===== src/rtl/psc_pkg.sv =====
package psc_pkg;
  typedef enum logic [1:0] {
    P_NONE = 2'd0,
    P_HW   = 2'd1,
    P_MIX  = 2'd2,
    P_SW   = 2'd3
  } part_t;

  typedef enum logic [1:0] {
    PH_RUN  = 2'd0,
    PH_LOAD = 2'd1,
    PH_ARM  = 2'd2
  } phase_t;

  function automatic int ceil_div(input int num, input int den);
    return (num + den - 1) / den;
  endfunction
endpackage


===== src/rtl/psc_decide.sv =====
module psc_decide
  import psc_pkg::*;
#(
  parameter int RATE_W = 16
) (
  input  logic              clk,
  input  logic              rst,
  input  logic [RATE_W-1:0] rate_in,
  input  logic              rate_stb,
  input  logic [RATE_W-1:0] thr_lo,
  input  logic [RATE_W-1:0] thr_hi,
  output part_t             target,
  output logic              thr_ok
);
  logic [RATE_W-1:0] rate_q;

  always_ff @(posedge clk) begin
    if (rst)           rate_q <= '0;
    else if (rate_stb) rate_q <= rate_in;
  end

  always_comb begin
    thr_ok = (thr_lo < thr_hi);
    if (rate_q >= thr_hi)      target = P_HW;
    else if (rate_q >= thr_lo) target = P_MIX;
    else                       target = P_SW;
  end
endmodule


===== src/rtl/psc_seq.sv =====
module psc_seq
  import psc_pkg::*;
#(
  parameter int OVH_CYC  = 1250,
  parameter int BYTE_CYC = 15,
  parameter int BYTES_HM = 30,
  parameter int BYTES_MS = 11,
  parameter int BYTES_HS = 43
) (
  input  logic  clk,
  input  logic  rst,
  input  logic  load_bound,
  input  part_t target,
  input  logic  thr_ok,
  output part_t part_q,
  output part_t src_q,
  output part_t tgt_q,
  output logic  busy_q,
  output logic  en_q
);
  localparam int MAX_AB = (BYTES_HM > BYTES_MS) ? BYTES_HM : BYTES_MS;
  localparam int MAX_B  = (MAX_AB > BYTES_HS) ? MAX_AB : BYTES_HS;
  localparam int MAX_C  = OVH_CYC + MAX_B * BYTE_CYC;
  localparam int CNT_W  = $clog2(MAX_C + 1);

  phase_t           phase;
  logic [CNT_W-1:0] cnt;
  logic [CNT_W-1:0] cost;
  int               moved;
  logic             start;

  always_comb begin
    case ({part_q, target})
      {P_HW, P_MIX}, {P_MIX, P_HW}: moved = BYTES_HM;
      {P_MIX, P_SW}, {P_SW, P_MIX}: moved = BYTES_MS;
      {P_HW, P_SW},  {P_SW, P_HW}:  moved = BYTES_HS;
      default:                      moved = 0;
    endcase
    cost  = CNT_W'(OVH_CYC + moved * BYTE_CYC);
    start = (phase == PH_RUN) && load_bound && thr_ok && (target != part_q);
  end

  always_ff @(posedge clk) begin
    if (rst) begin
      phase  <= PH_RUN;
      part_q <= P_HW;
      src_q  <= P_HW;
      tgt_q  <= P_HW;
      cnt    <= '0;
      busy_q <= 1'b0;
      en_q   <= 1'b1;
    end else begin
      case (phase)
        PH_RUN: if (start) begin
          phase  <= PH_LOAD;
          src_q  <= part_q;
          tgt_q  <= target;
          cnt    <= cost - 1'b1;
          busy_q <= 1'b1;
          en_q   <= 1'b0;
        end
        PH_LOAD: begin
          if (cnt == '0) begin
            phase  <= PH_ARM;
            part_q <= tgt_q;
          end else begin
            cnt <= cnt - 1'b1;
          end
        end
        PH_ARM: if (load_bound) begin
          phase  <= PH_RUN;
          busy_q <= 1'b0;
          en_q   <= 1'b1;
        end
        default: phase <= PH_RUN;
      endcase
    end
  end
endmodule


===== src/rtl/psc_rent.sv =====
module psc_rent
  import psc_pkg::*;
#(
  parameter int ACC_W    = 40,
  parameter int AREA_HW  = 71,
  parameter int AREA_MIX = 41,
  parameter int AREA_SW  = 30
) (
  input  logic             clk,
  input  logic             rst,
  input  logic             busy,
  input  part_t            part,
  input  part_t            src,
  input  part_t            tgt,
  output logic [ACC_W-1:0] rent_q
);
  function automatic logic [ACC_W-1:0] area_of(input part_t p);
    case (p)
      P_HW:    return ACC_W'(AREA_HW);
      P_MIX:   return ACC_W'(AREA_MIX);
      P_SW:    return ACC_W'(AREA_SW);
      default: return '0;
    endcase
  endfunction

  logic [ACC_W-1:0] a_src, a_tgt, inc;

  always_comb begin
    a_src = area_of(src);
    a_tgt = area_of(tgt);
    if (busy) inc = (a_src > a_tgt) ? a_src : a_tgt;
    else      inc = area_of(part);
  end

  always_ff @(posedge clk) begin
    if (rst) rent_q <= '0;
    else     rent_q <= rent_q + inc;
  end
endmodule


===== src/rtl/part_switch_ctrl.sv =====
module part_switch_ctrl
  import psc_pkg::*;
#(
  parameter int RATE_W   = 16,
  parameter int ACC_W    = 40,
  parameter int CLK_NS   = 8,
  parameter int OVH_NS   = 10000,
  parameter int BYTE_NS  = 120,
  parameter int AREA_HW  = 71,
  parameter int AREA_MIX = 41,
  parameter int AREA_SW  = 30,
  parameter int BYTES_HM = 30,
  parameter int BYTES_MS = 11,
  parameter int BYTES_HS = 43
) (
  input  logic              clk,
  input  logic              rst,
  input  logic [RATE_W-1:0] rate_in,
  input  logic              rate_stb,
  input  logic [RATE_W-1:0] thr_lo,
  input  logic [RATE_W-1:0] thr_hi,
  input  logic              load_bound,
  output logic [1:0]        part_o,
  output logic              busy_o,
  output logic              enable_o,
  output logic [ACC_W-1:0]  rent_o
);
  localparam int OVH_CYC  = ceil_div(OVH_NS, CLK_NS);
  localparam int BYTE_CYC = ceil_div(BYTE_NS, CLK_NS);

  part_t target, part_q, src_q, tgt_q;
  logic  thr_ok;

  psc_decide #(.RATE_W(RATE_W)) u_decide (
    .clk(clk), .rst(rst), .rate_in(rate_in), .rate_stb(rate_stb),
    .thr_lo(thr_lo), .thr_hi(thr_hi), .target(target), .thr_ok(thr_ok)
  );

  psc_seq #(
    .OVH_CYC(OVH_CYC), .BYTE_CYC(BYTE_CYC),
    .BYTES_HM(BYTES_HM), .BYTES_MS(BYTES_MS), .BYTES_HS(BYTES_HS)
  ) u_seq (
    .clk(clk), .rst(rst), .load_bound(load_bound), .target(target),
    .thr_ok(thr_ok), .part_q(part_q), .src_q(src_q), .tgt_q(tgt_q),
    .busy_q(busy_o), .en_q(enable_o)
  );

  psc_rent #(
    .ACC_W(ACC_W), .AREA_HW(AREA_HW), .AREA_MIX(AREA_MIX), .AREA_SW(AREA_SW)
  ) u_rent (
    .clk(clk), .rst(rst), .busy(busy_o), .part(part_q),
    .src(src_q), .tgt(tgt_q), .rent_q(rent_o)
  );

  assign part_o = part_q;
endmodule


===== config.mk =====
export PLATFORM = sky130hd
export DESIGN_NAME = part_switch_ctrl
export DESIGN_NICKNAME = d
export VERILOG_FILES = /design/src/rtl/psc_pkg.sv /design/src/rtl/psc_decide.sv /design/src/rtl/psc_seq.sv /design/src/rtl/psc_rent.sv /design/src/rtl/part_switch_ctrl.sv
export SDC_FILE = /design/constraint.sdc
export NUM_CORES = 1
export LEC_CHECK = 0
export BUFFER_PORTS_ARGS = -buffer_cell sky130_fd_sc_hd__buf_2
export CAP_MARGIN = 20
export CORE_MARGIN = 2
export CORE_UTILIZATION = 57
export CTS_CLUSTER_DIAMETER = 120
export DETAILED_ROUTE_END_ITERATION = 6
export GPL_TIMING_DRIVEN = 0
export PLACE_DENSITY = 0.88
export SLEW_MARGIN = 10
export SYNTH_ARGS = -nofsm -noshare
export SYNTH_HDL_FRONTEND = slang
export SYNTH_SLANG_ARGS = --single-unit
export TNS_END_PERCENT = 5

===== constraint.sdc =====
create_clock -name clk -period 7.1 [get_ports clk]
set_clock_uncertainty 0.2 [all_clocks]
set_input_delay 0.71 -clock clk [delete_from_list [all_inputs] [get_ports clk]]
set_output_delay 0.71 -clock clk [all_outputs]
set_load 0.02 [all_outputs]

# --- Word-level counts from Yosys, hierarchy flattened ---
# Cells that the tools add are included.
word_totals:
  inputBits: 52
  regBits: 77
  output_inout_bits: 44
  wordCells: 76
classes:
  n_mux: 21
  mul: 1
  n_eq_ne: 22
  order_cmp: 4
  addsub: 4
  n_reduce_logical: 15
ops:
  columns: ["op", "count"]
  rows:
  - ["7-bit case mux with 3 select lines", 3]
  - ["40-bit adder", 1]
  - ["40-bit two-way mux", 1]
  - ["16-bit greater-or-equal comparator", 2]
  - ["11-bit two-way mux", 2]
  - ["11-bit case mux with 2 select lines", 1]
  - ["11-bit by 1-bit subtractor with 11-bit output (second input constant)", 2]
  - ["6-bit case mux with 3 select lines", 1]
  - ["4-bit == test (second input constant)", 4]
  - ["16-bit < comparator", 1]
  - ["2-bit == test (second input constant)", 7]
  - ["11-bit adder (first input constant)", 1]
  - ["11-bit zero test", 1]
  - ["6-bit by 4-bit multiplier with 10-bit output (second input constant)", 1]
  - ["3-bit AND reduction", 3]
  - ["2-bit by 1-bit == test with 1-bit output (second input constant)", 4]
  - ["4-bit by 3-bit == test with 1-bit output (second input constant)", 2]
  - ["2-bit two-way mux", 4]
  - ["7-bit greater-than comparator", 1]
  - ["7-bit two-way mux", 1]
  - ["2-bit case mux with 3 select lines", 1]
  - ["2-bit OR reduction", 3]
  - ["1-bit two-way mux", 5]
  - ["2-bit by 1-bit != test with 1-bit output (second input constant)", 2]
  - ["other kinds (7)", 13]

# --- Logic depth before layout (Yosys ltp) ---
# Gate-level depths: netlist of the first run.
logic_depth:
  depth_word: 11
  ltp_mapped: 24
  mapped_depth_nobuf: 23

# --- Modules after synthesis ---
# A second synthesis of the first run with hierarchy kept.
unflattened:
  hier_cells: 671
  hier_area_um2: 5535.3
modules_own_cells:
  columns: ["mod", "seq_area_each_um2", "cells_each", "area_each_um2", "instances"]
  rows:
  - ["psc_rent", 800.8, 308, 2573.7, 1]
  - ["psc_decide", 320.3, 196, 1657.8, 1]
  - ["psc_seq", 420.4, 167, 1303.8, 1]

# --- Worst setup path after synthesis of the first run ---
# No wires, ideal clock.
synth_path:
  path_type: "register to register"
  from: "register u_seq.src_q[1]"
  to: "register u_rent.rent_q[30]"
  t_required_ps: 6772
  slack_ps: 2141
  path_stages_with_launch: 24
  arrival_ps: 4632
  n_path_buf: 1
  period_less_slack_ps: 4959
  setup_ps: 128
  cell_sequence: "dfxtp_1 -> inv_1 -> ha_1 -> nor2_1 -> inv_1 -> ha_1 -> nor2b_1 -> o21a_1 -> o21a_1 -> o21a_1 -> o21a_1 -> o22ai_2 -> mux2_2 -> a21oi_1 -> ha_1 -> a21o_1 -> a21oi_1 -> o21bai_1 -> a21o_1 -> a21oi_1 -> clkbuf_1 -> nor4_1 -> xnor2_1 -> nor2_1"
synth_between:
  elab_chain_len: 6
  elab_cells_between_ends: 8
  cone_classes: "add/sub: 1; order compare: 1; eq/ne: 3; mux: 3"
synth_lines:
  columns: ["element", "line", "source"]
  rows:
  - ["start, declared", "psc_seq.sv:16", "output part_t src_q,"]
  - ["start signal, assigned", "psc_seq.sv:56", "src_q <= part_q;"]
  - ["2-bit == test or 2-bit by 1-bit == test with 1-bit output (tied branches)", "psc_rent.sv:18", "case (p)"]
  - ["7-bit case mux with 3 select lines *", "psc_rent.sv:18", null]
  - ["7-bit greater-than comparator", "psc_rent.sv:31", "if (busy) inc = (a_src > a_tgt) ? a_src : a_tgt;"]
  - ["7-bit two-way mux *", "psc_rent.sv:31", null]
  - ["40-bit two-way mux *", "psc_rent.sv:31", null]
  - ["40-bit adder *", "psc_rent.sv:37", "else rent_q <= rent_q + inc;"]
  - ["end signal, assigned", "psc_rent.sv:37", null]
  - ["end, declared", "psc_rent.sv:15", "output logic [ACC_W-1:0] rent_q"]
# Mark *: on every way between the ends. The rest lies on a longest branch, timed or not.
# A chain may end at the register's enable or synchronous reset.

# --- Worst setup path in the final report of the first run ---
# Same ends and word-level chain as after synthesis.

==> results of run 1 <==
## placed cells by master (no fill, tap or decap), types with 11 or more instances in the layout
cell / n
dfxtp_1: 77
o21ai_0: 13
nand2_1: 33
nor3_1: 21
o31ai_1: 13
nor2b_1: 13
inv_1: 57
a21oi_1: 41
ha_1: 77
mux2i_1: 22
buf_2: 97
a21o_1: 11
nand4_1: 14
nor2_1: 76
nand3_1: 11
xnor2_1: 23
clkbuf_1: 16
## metrics by stage
step           cells  setup slack, ps  util [%]
2_1_floorplan    648             2140         -
5_1_grt          887              728      67.7
3_5_place_dp     871             1250      65.5
4_1_cts          887             1240      67.7
6_report         887             1210      67.7
3_3_place_gp     871             1530      65.5
## per-layer routing
layer	global-route usage, %	wire length (um)	vias up
met2	48.8	6890	204
met5	0	0	-
met4	12.1	235	0
li1	-	-	2523
met3	4.90	858	29
met1	31.3	5730	2455
## worst reg2reg max path: stages, from the launching register on
cell	delay (ps)
dfxtp_1	390
inv_1	80
ha_1	230
nor2_1	150
inv_1	60
ha_1	310
nor2b_1	140
o21a_1	160
o21a_1	160
o21a_1	160
o21a_1	180
o22ai_2	360
mux2_2	390
a21oi_1	320
ha_1	340
a21o_1	170
a21oi_1	220
o21bai_1	100
a21o_1	210
a21oi_1	560
clkbuf_1	460
nor4_1	150
xnor2_1	180
nor2_1	80
## registers in the layout (all words and copies together), names as in the netlist
register	cells
u_seq.src_q	2
u_seq.busy_q	1
u_rent.rent_q	40
u_seq.part_q	2
u_seq.cnt	11
u_seq.phase	2
u_decide.rate_q	16
u_seq.tgt_q	2
u_seq.en_q	1
## final timing paths
check / end / slack [ps] / cells past startpoint
setup / recovery: u_rent.rent_q[30] / 1210 / 23
hold / removal: u_seq.src_q[1] / 320 / 2
setup reg to reg: u_rent.rent_q[30] / 1210 / 23
hold reg to reg: u_seq.src_q[1] / 320 / 2
## cell families after synthesis
group | share of synthesized area (%)
XOR/XNOR | 3.88
AND/OR/NAND/NOR | 21.2
adder cells (fa/ha/maj) | 18.2
flip-flops | 28.5
AO/OA/AOI/OAI | 16.7
buffers and inverters | 5.68
multiplexers | 5.94
## power breakdown
group | switching (uW) | total (uW) | internal (uW)
Clock | 187 | 354 | 167
Combinational | 348 | 581 | 234
Sequential | 44.2 | 524 | 480
## final cells by class
class	instances	area share [%]
well taps	129	2.58
multi-input cells	491	57.1
plain buffers	23	1.50
flip-flops and latches	77	24.6
clock inverters	7	1.28
repair buffers	94	7.52
inverters	57	3.42
clock buffers	9	1.98
==> results.yml, run 1 <==
status:
  outcome: "finished, final reports clean"
sta:
  post-route-period-util_pct: 82.9
  hold_viol_final: 0
  setup_tns_ps: 0
  fmax_ghz: 0.170
  post-route-min-period_ps: 5890
  finalSetupViolations: 0
  slew_viol_final: 0
  hold_ws_ps: 317
  rsz0062_at_grt: "no"
  worst-slew-pin-transition_ps: 806
  slew_headroom_pct: 46.3
floorplan:
  start_util_pct: 58.6
  die_h_um: 101
  core_sq_um: 9240
  io_pins: 96
  die_x_um: 101
  dieArea_sq_um: 10300
  core.rowCount: 35
cells_and_area:
  drive_above_1_share_pct: 17.5
  antenna_cells: 0
  layout.nets: 883
  fillers: 704
  multi_input_area_sq_um: 3570
  syn_to_final_growth_pct: 15.4
  register_area_sq_um: 1540
  finalInstanceArea_sq_um: 6250
setup_path:
  crit_start: "u_seq.src_q[1]"
  crit_type: "register to register"
  crit_path_top_delay_cell: "a21oi_1"
  cp_max_fo: 10
  end_kind: "register"
  critPathRequiredTime_ps: 7130
  slowest_delay_ps: 560
  crit_family: "compound AO/OA/AOI/OAI gates"
  path_common_cell: "o21a_1"
  rr_startpoint: "u_seq.src_q[1]"
  worstSetupStartpointType: "register"
  worstPathArrival_ps: 5920
  crit_chain: "inv_1 -> ha_1 -> nor2_1 -> inv_1 -> ha_1 -> nor2b_1 -> o21a_1 -> o21a_1 -> o21a_1 -> o21a_1 -> o22ai_2 -> mux2_2 -> a21oi_1 -> ha_1 -> a21o_1 -> a21oi_1 -> o21bai_1 -> a21o_1 -> a21oi_1 -> clkbuf_1 -> nor4_1 -> xnor2_1 -> nor2_1"
  path_buf_inv: 3
drt:
  ant_nets: 0
  avgRoutedWirePerCell_um: 15.5
  wirelength_mm: 13.7
  drc_errors: 0
  dr_total_vias: 5211
  firstDrtPassIters: 5
  viasPerCell: 5.87
  first_iter_violations: 259
synth:
  synth.distinct_cells: 61
  synth_fp_nets: 778
  synth-main-ff-cell: "dfxtp_1"
  syn-cell-area_sq_um: 5420
  yosys_warnings: 0
  netlist.area_leader.share_pct: 28.5
  synth_area_per_cell_sq_um: 8.36
  yosys.area.top_type: "dfxtp_1"
  synth_area_leaders: "dfxtp_1 (28%), ha_1 (18%), nor2_1 (5.3%), mux2i_1 (4.1%), inv_1 (3.9%)"
  synth_edf_count: 0
  synthCells: 648
  async_flop_share_pct: 0
  synth-seq-area-share_pct: 28.5
  netlist_top_cells_count: "dfxtp_1 (77), ha_1 (77), nor2_1 (76)"
  synth.ff_latch_count: 77
cts:
  cts_tree: "built"
  h-tree-depth: 3
  clk_pin_slew_ps: 90
  clk_path_buf_depth: 2
  cts_setup_buffers: 0
  hold_buffers: 0
  numCtsBuffers: 9
  cts_root_buf: "clkbuf_8"
  clk-insertion-delay-late_ps: 370
  cts_sinks: 77
  cts_resized: 0
placed_design:
  place_congestion: 0.945
  hpwl_mm: 10.7
  dpl_cell_area_sq_um: 6050
  numPortBuffers: 94
pwr:
  ir_drop_mv: 0.123
  leakage_uw: 0.00299
  p_per_area_nw_per_um2: 233
  p_total_uw: 1460
global_route:
  grt_pass1_vias: 5236
  grt_start_max_net_pins: 16
  groute.usage.overall_pct: 27.1
  antenna_found_initial: 0
  gr-total-overflow: 0
  grt_first_pass_wirelength_mm: 22.5
run:
  cap_violations: 0
hold_path:
  hp-start: "u_seq.src_q[1]"
  hold_path_class: "register to register"
Power figures use the tool's default switching activity.
==> run 2: changes to the inputs <==
Settings changed: ABC_AREA set to 1, CORE_UTILIZATION 57 to 52, PLACE_DENSITY 0.88 to 0.85.
Clock period 7.1 ns to 5.4 ns, I/O delays scaled along.
==> run 2 against run 1 <==
Sequential share of layout area decreased by 0.93 points. First-iteration DRC count increased by 24%. Synthesized cell count increased by 27%. Final cell count increased by 21%. Final area increased by 3.9%. Non-clock buffer count decreased by 9. Sequential power increased by 35%. Critical path depth increased by 6. Total power increased by 35%. Combinational power increased by 46%. Routed wire length decreased by 0.83%. Die area increased by 14%.
==> results.yml, run 2 <==
synth:
  netlist.area_leader.share_pct: 27.2
  netlist_top_cells_count: "inv_1 (135), nand2_1 (127), nor2_1 (108)"
  synth_fp_nets: 954
  synth.most_common_cell: "inv_1"
  synth-main-ff-cell: "dfxtp_1"
  synth.distinct_cells: 51
  synth_area_per_cell_sq_um: 6.88
  async_flop_share_pct: 0
  syn-cell-area_sq_um: 5670
  synth-seq-area-share_pct: 27.2
  synth_edf_count: 0
  synthCells: 824
  synth.ff_latch_count: 77
  synth_area_leaders: "dfxtp_1 (27%), ha_1 (17%), inv_1 (8.9%), nand2_1 (8.4%), nor2_1 (7.1%)"
  yosys_warnings: 0
  yosys.area.top_type: "dfxtp_1"
cells_and_area:
  fillers: 1026
  layout_commonest_cell: "inv_1"
  layout.nets: 1059
  syn_to_final_growth_pct: 14.6
  regMostFlops: "u_rent.rent_q"
  largestRegisters: "u_rent.rent_q: 40 flops, u_decide.rate_q: 16 flops, u_seq.cnt: 11 flops"
  antenna_cells: 0
  drive_above_1_share_pct: 16.6
  largest_register_ffs: 40
  layout_common_cells: "inv_1 (135), nand2_1 (127), nor2_1 (108)"
drt:
  first_iter_violations: 322
  viasPerCell: 5.20
  firstDrtPassIters: 5
  drc_errors: 0
  dr_total_vias: 5587
  ant_nets: 0
  avgRoutedWirePerCell_um: 12.7
  wirelength_mm: 13.6
run:
  cap_violations: 0
floorplan:
  start_util_pct: 52.8
  core_sq_um: 10700
  dieArea_sq_um: 11800
  core.rowCount: 38
  die_h_um: 108
  io_pins: 96
  die_x_um: 108
sta:
  finalSetupViolations: 0
  worst-slew-pin-transition_ps: 727
  rsz0062_at_grt: "no"
  fmax_ghz: 0.211
  hold_ws_ps: 200
  hold_viol_final: 0
  post-route-min-period_ps: 4730
  setup_tns_ps: 0
  slew_headroom_pct: 51.6
  post-route-period-util_pct: 87.6
  slew_viol_final: 0
pwr:
  p_total_uw: 1970
  leakage_uw: 0.00327
  ir_drop_mv: 0.252
  p_per_area_nw_per_um2: 303
global_route:
  grt_start_max_net_pins: 16
  gr-total-overflow: 0
  antenna_found_initial: 0
  use_met1_pct: 32.2
  grt_util_met2_pct: 39.1
  grtUsageMet3_pct: 3.98
  busiest_layer: "met2"
  grt_first_pass_wirelength_mm: 22.9
  groute.usage.overall_pct: 24.0
  grt_pass1_vias: 5170
placed_design:
  numPortBuffers: 94
  place_congestion: 0.912
  hpwl_mm: 10.9
setup_path:
  crit_type: "register to register"
  ff2ff_setup_slack_ps: 670
  reg2regPathDepth: 29
  crit_path_top_delay_cell: "dfxtp_1"
  worstSetupStartpointType: "register"
  end_kind: "register"
  critPathRequiredTime_ps: 5470
  rr_startpoint: "u_seq.src_q[1]"
  worstPathArrival_ps: 4790
  cp_max_fo: 8
  path_common_cell: "nand2_1"
  rr_endpoint: "u_rent.rent_q[29]"
  slowest_delay_ps: 370
cts:
  clk-insertion-delay-late_ps: 360
  h-tree-depth: 3
  cts_resized: 0
  clk_pin_slew_ps: 90
  cts_setup_buffers: 0
  cts_tree: "built"
  numCtsBuffers: 9
  clk_path_buf_depth: 2
  cts_root_buf: "clkbuf_8"
  cts_sinks: 77
  hold_buffers: 0
hold_path:
  min_to: "u_decide.rate_q[12]"
  hold_path_class: "input pin to register"
  hp-start: "rate_in[12]"
  hold_depth: 3
status:
  outcome: "finished, final reports clean"
-- run 2: worst max-delay path, delay by kind of cell (launching register included) --
kind,cells,cell delay [ps]
AND/OR/NAND/NOR,15,1960
AO/OA/AOI/OAI,8,960
adder cells (fa/ha/maj),3,900
flip-flops,1,370
buffers and inverters,3,230
-- run 2: how the worst max path moves through the flow --
stage / startpoint / to / slack, ps / cells past startpoint
after floorplan: u_seq.src_q[1] / u_rent.rent_q[38] / 1370 / 31
after global placement: u_seq.src_q[1] / u_rent.rent_q[29] / 870 / 29
after detailed placement: u_seq.src_q[1] / u_rent.rent_q[38] / 760 / 31
after CTS: u_seq.src_q[1] / u_rent.rent_q[38] / 760 / 31
after global routing: u_seq.src_q[1] / u_rent.rent_q[34] / 180 / 26
final: u_seq.src_q[1] / u_rent.rent_q[29] / 670 / 29
-- run 2: area by class of cell --
| class | instances | area, sq um | area share (%) |
|---|---|---|---|
| clock inverter | 7 | 57.6 | 0.885 |
| sequential | 77 | 1540 | 23.7 |
| multi-input combinational | 594 | 3550 | 54.6 |
| buffer | 14 | 60.1 | 0.924 |
| inverter | 139 | 522 | 8.03 |
| tap | 140 | 175 | 2.69 |
| timing repair buffer | 94 | 470 | 7.24 |
| clock buffer | 9 | 124 | 1.91 |
-- run 2: report_power, final --
group	leakage, uW	internal, uW	switching (uW)
clock	0.0000829	172	240
sequential	0.000630	642	66.1
combinational	0.00255	310	539
total	0.00327	1120	845
-- run 2: logic make-up (layout without fill, tap and decap cells) --
kind of cell	count (synthesis)	after routing	share of synthesized area [%]
AND/OR/NAND/NOR	347	347	28.1
AO/OA/AOI/OAI	162	162	16.0
buffers and inverters	153	263	10.3
XOR/XNOR	7	7	1.08
flip-flops	77	77	27.2
adder cells (fa/ha/maj)	78	78	17.3
-- run 2: per-layer routing --
layer,routed length (um),part of all wire [%],vias up
met1,6320,46,2509
li1,-,-,2911
met4,328,2.4,0
met3,717,5.3,29
met5,0,0,-
met2,6240,46,138
-- run 2: metrics by stage --
| step | instance area [sq um] | utilization (%) | setup slack, ps | cells |
|---|---|---|---|---|
| finish | 6500 | 60.5 | 671 | 1074 |
| floorplan | 5670 | - | 1370 | 824 |
| global route | 6500 | 60.5 | 181 | 1074 |
| global placement | 6320 | 58.8 | 869 | 1058 |
| detailed placement | 6320 | 58.8 | 761 | 1058 |
| CTS | 6500 | 60.5 | 757 | 1074 |
==> run 3: changes to the inputs <==
Settings changed: BUFFER_PORTS_ARGS -buffer_cell sky130_fd_sc_hd__buf_2 to -buffer_cell sky130_fd_sc_hd__clkbuf_2.
==> run 3 against run 2 <==
Total power rose by 2.6%. Largest cell class unchanged. Global-route usage rose by 0.30 points. Critical path type unchanged. Critical path depth did not move. Flip-flop and latch count did not move. First-iteration DRC count rose by 52%. Worst setup slack got worse by 82 ps.
==> results.yml, run 3 (synthesis results as in run 2) <==
status:
  outcome: "finished, final reports clean"
sta:
  slew_viol_final: 0
  finalSetupViolations: 0
  hold_viol_final: 0
  post-route-period-util_pct: 89.1
  setup_tns_ps: 0
  fmax_ghz: 0.208
  worst-slew-pin-transition_ps: 707
  setup_slack_ps: 589
  slew_headroom_pct: 52.8
  post-route-min-period_ps: 4810
  rsz0062_at_grt: "no"
drt:
  drt-met1-wl_mm: 6.24
  wl_met3_um: 852
  viasPerCell: 5.37
  drc_errors: 0
  avgRoutedWirePerCell_um: 13.0
  wirelength_mm: 14.0
  dr_total_vias: 5763
  dr.max_layer_used: "met4"
  firstDrtPassIters: 5
  first_iter_violations: 489
  wl_met2_mm: 6.55
  ant_nets: 0
placed_design:
  dp.cells: 1058
  numPortBuffers: 94
  hpwl_mm: 11.1
  pre_cts_ws_ps: 733
  place_congestion: 0.915
  dpl_cell_area_sq_um: 6320
cells_and_area:
  finalInstanceArea_sq_um: 6520
  syn_to_final_growth_pct: 14.9
  largest_register_ffs: 40
  largestRegisters: "u_rent.rent_q: 40 flops, u_decide.rate_q: 16 flops, u_seq.cnt: 11 flops"
  antenna_cells: 0
  layout.nets: 1059
  fillers: 1026
  layout_common_cells: "inv_1 (135), nand2_1 (127), nor2_1 (108)"
  layout.cells.non_filler: 1074
  regMostFlops: "u_rent.rent_q"
  layout_commonest_cell: "inv_1"
  drive_above_1_share_pct: 16.6
cts:
  clk_path_buf_depth: 2
  cts_sinks: 77
  hold_buffers: 0
  cts_root_buf: "clkbuf_8"
  clk-insertion-delay-late_ps: 360
  cts_setup_buffers: 0
  cts_resized: 0
  clk_pin_slew_ps: 90
  h-tree-depth: 3
  cts_tree: "built"
  numCtsBuffers: 9
floorplan:
  start_util_pct: 52.8
  core_sq_um: 10700
  die_h_um: 108
  die_x_um: 108
  io_pins: 96
  dieArea_sq_um: 11800
  core.rowCount: 38
global_route:
  grt_first_pass_wirelength_mm: 23.1
  antenna_found_initial: 0
  grt_start_max_net_pins: 15
  grt_pass1_vias: 5260
  groute.usage.overall_pct: 24.3
  gr-total-overflow: 0
pwr:
  leakage_uw: 0.00326
  internal_power_uw: 1170
  power_frac_comb_pct: 42.5
  clock_power_share_pct: 22.4
  power.switching_uw: 855
  switching_share_pct: 42.3
  p_per_area_nw_per_um2: 310
  pwr-share-seq_pct: 35.1
  ir_drop_mv: 0.238
setup_path:
  slowest_delay_ps: 360
  worstPathArrival_ps: 4910
  end_kind: "register"
  crit_path_top_delay_cell: "dfxtp_1"
  critPathRequiredTime_ps: 5500
  crit_type: "register to register"
  path_common_cell: "nand2_1"
  worstSetupStartpointType: "register"
  cp_max_fo: 8
hold_path:
  hold_path_class: "input pin to register"
run:
  cap_violations: 0
run 3: stage by stage:
stage | power (uW) | hold slack, ps | util [%]
after floorplan | 1350 | 260 | -
after global placement | 1520 | 278 | 58.8
after detailed placement | 1560 | 288 | 58.8
after CTS | 2010 | 195 | 60.7
after global routing | 2170 | 199 | 60.7
final | 2020 | 202 | 60.7
run 3: path summary, 6_finish.rpt:
kind              slack (ps)  cells after the start              start                   to
setup / recovery         590                     29     u_seq.src_q[1]    u_rent.rent_q[28]
hold / removal           200                      3        rate_in[15]  u_decide.rate_q[15]
setup reg to reg         590                     29     u_seq.src_q[1]    u_rent.rent_q[28]
hold reg to reg          300                      1  u_rent.rent_q[19]    u_rent.rent_q[19]
run 3: cell type report:
class | instances | area, sq um | share of cell area (%)
Buffer | 14 | 60.1 | 0.921
Clock buffer | 9 | 124 | 1.90
Clock inverter | 7 | 75.1 | 1.15
Inverter | 139 | 522 | 8.01
Multi-Input combinational cell | 594 | 3550 | 54.5
Sequential cell | 77 | 1540 | 23.7
Tap cell | 140 | 175 | 2.69
Timing Repair Buffer | 94 | 470 | 7.22
run 3: routing by layer:
| metal | vias to the layer above | global-route usage [%] |
|---|---|---|
| met5 | - | 0 |
| met3 | 35 | 4.64 |
| met4 | 0 | 7.97 |
| li1 | 2914 | - |
| met1 | 2617 | 31.5 |
| met2 | 197 | 40.6 |
run 3: power by group through the flow:
stage | clock network, uW | registers (uW) | logic [uW]
2_1_floorplan | 0 | 744 | 602
3_3_place_gp | 0 | 716 | 808
3_5_place_dp | 0 | 721 | 839
4_1_cts | 454 | 709 | 850
5_1_grt | 478 | 720 | 968
6_report | 452 | 710 | 859
run 3: critical path: cells and delay by family (launching register included):
family          cells  cell delay, ps
compound gates      6             790
xor+xnor            1             180
fa+ha+maj           3             910
buf+inv             4             290
flops               1             360
simple gates       15            2010
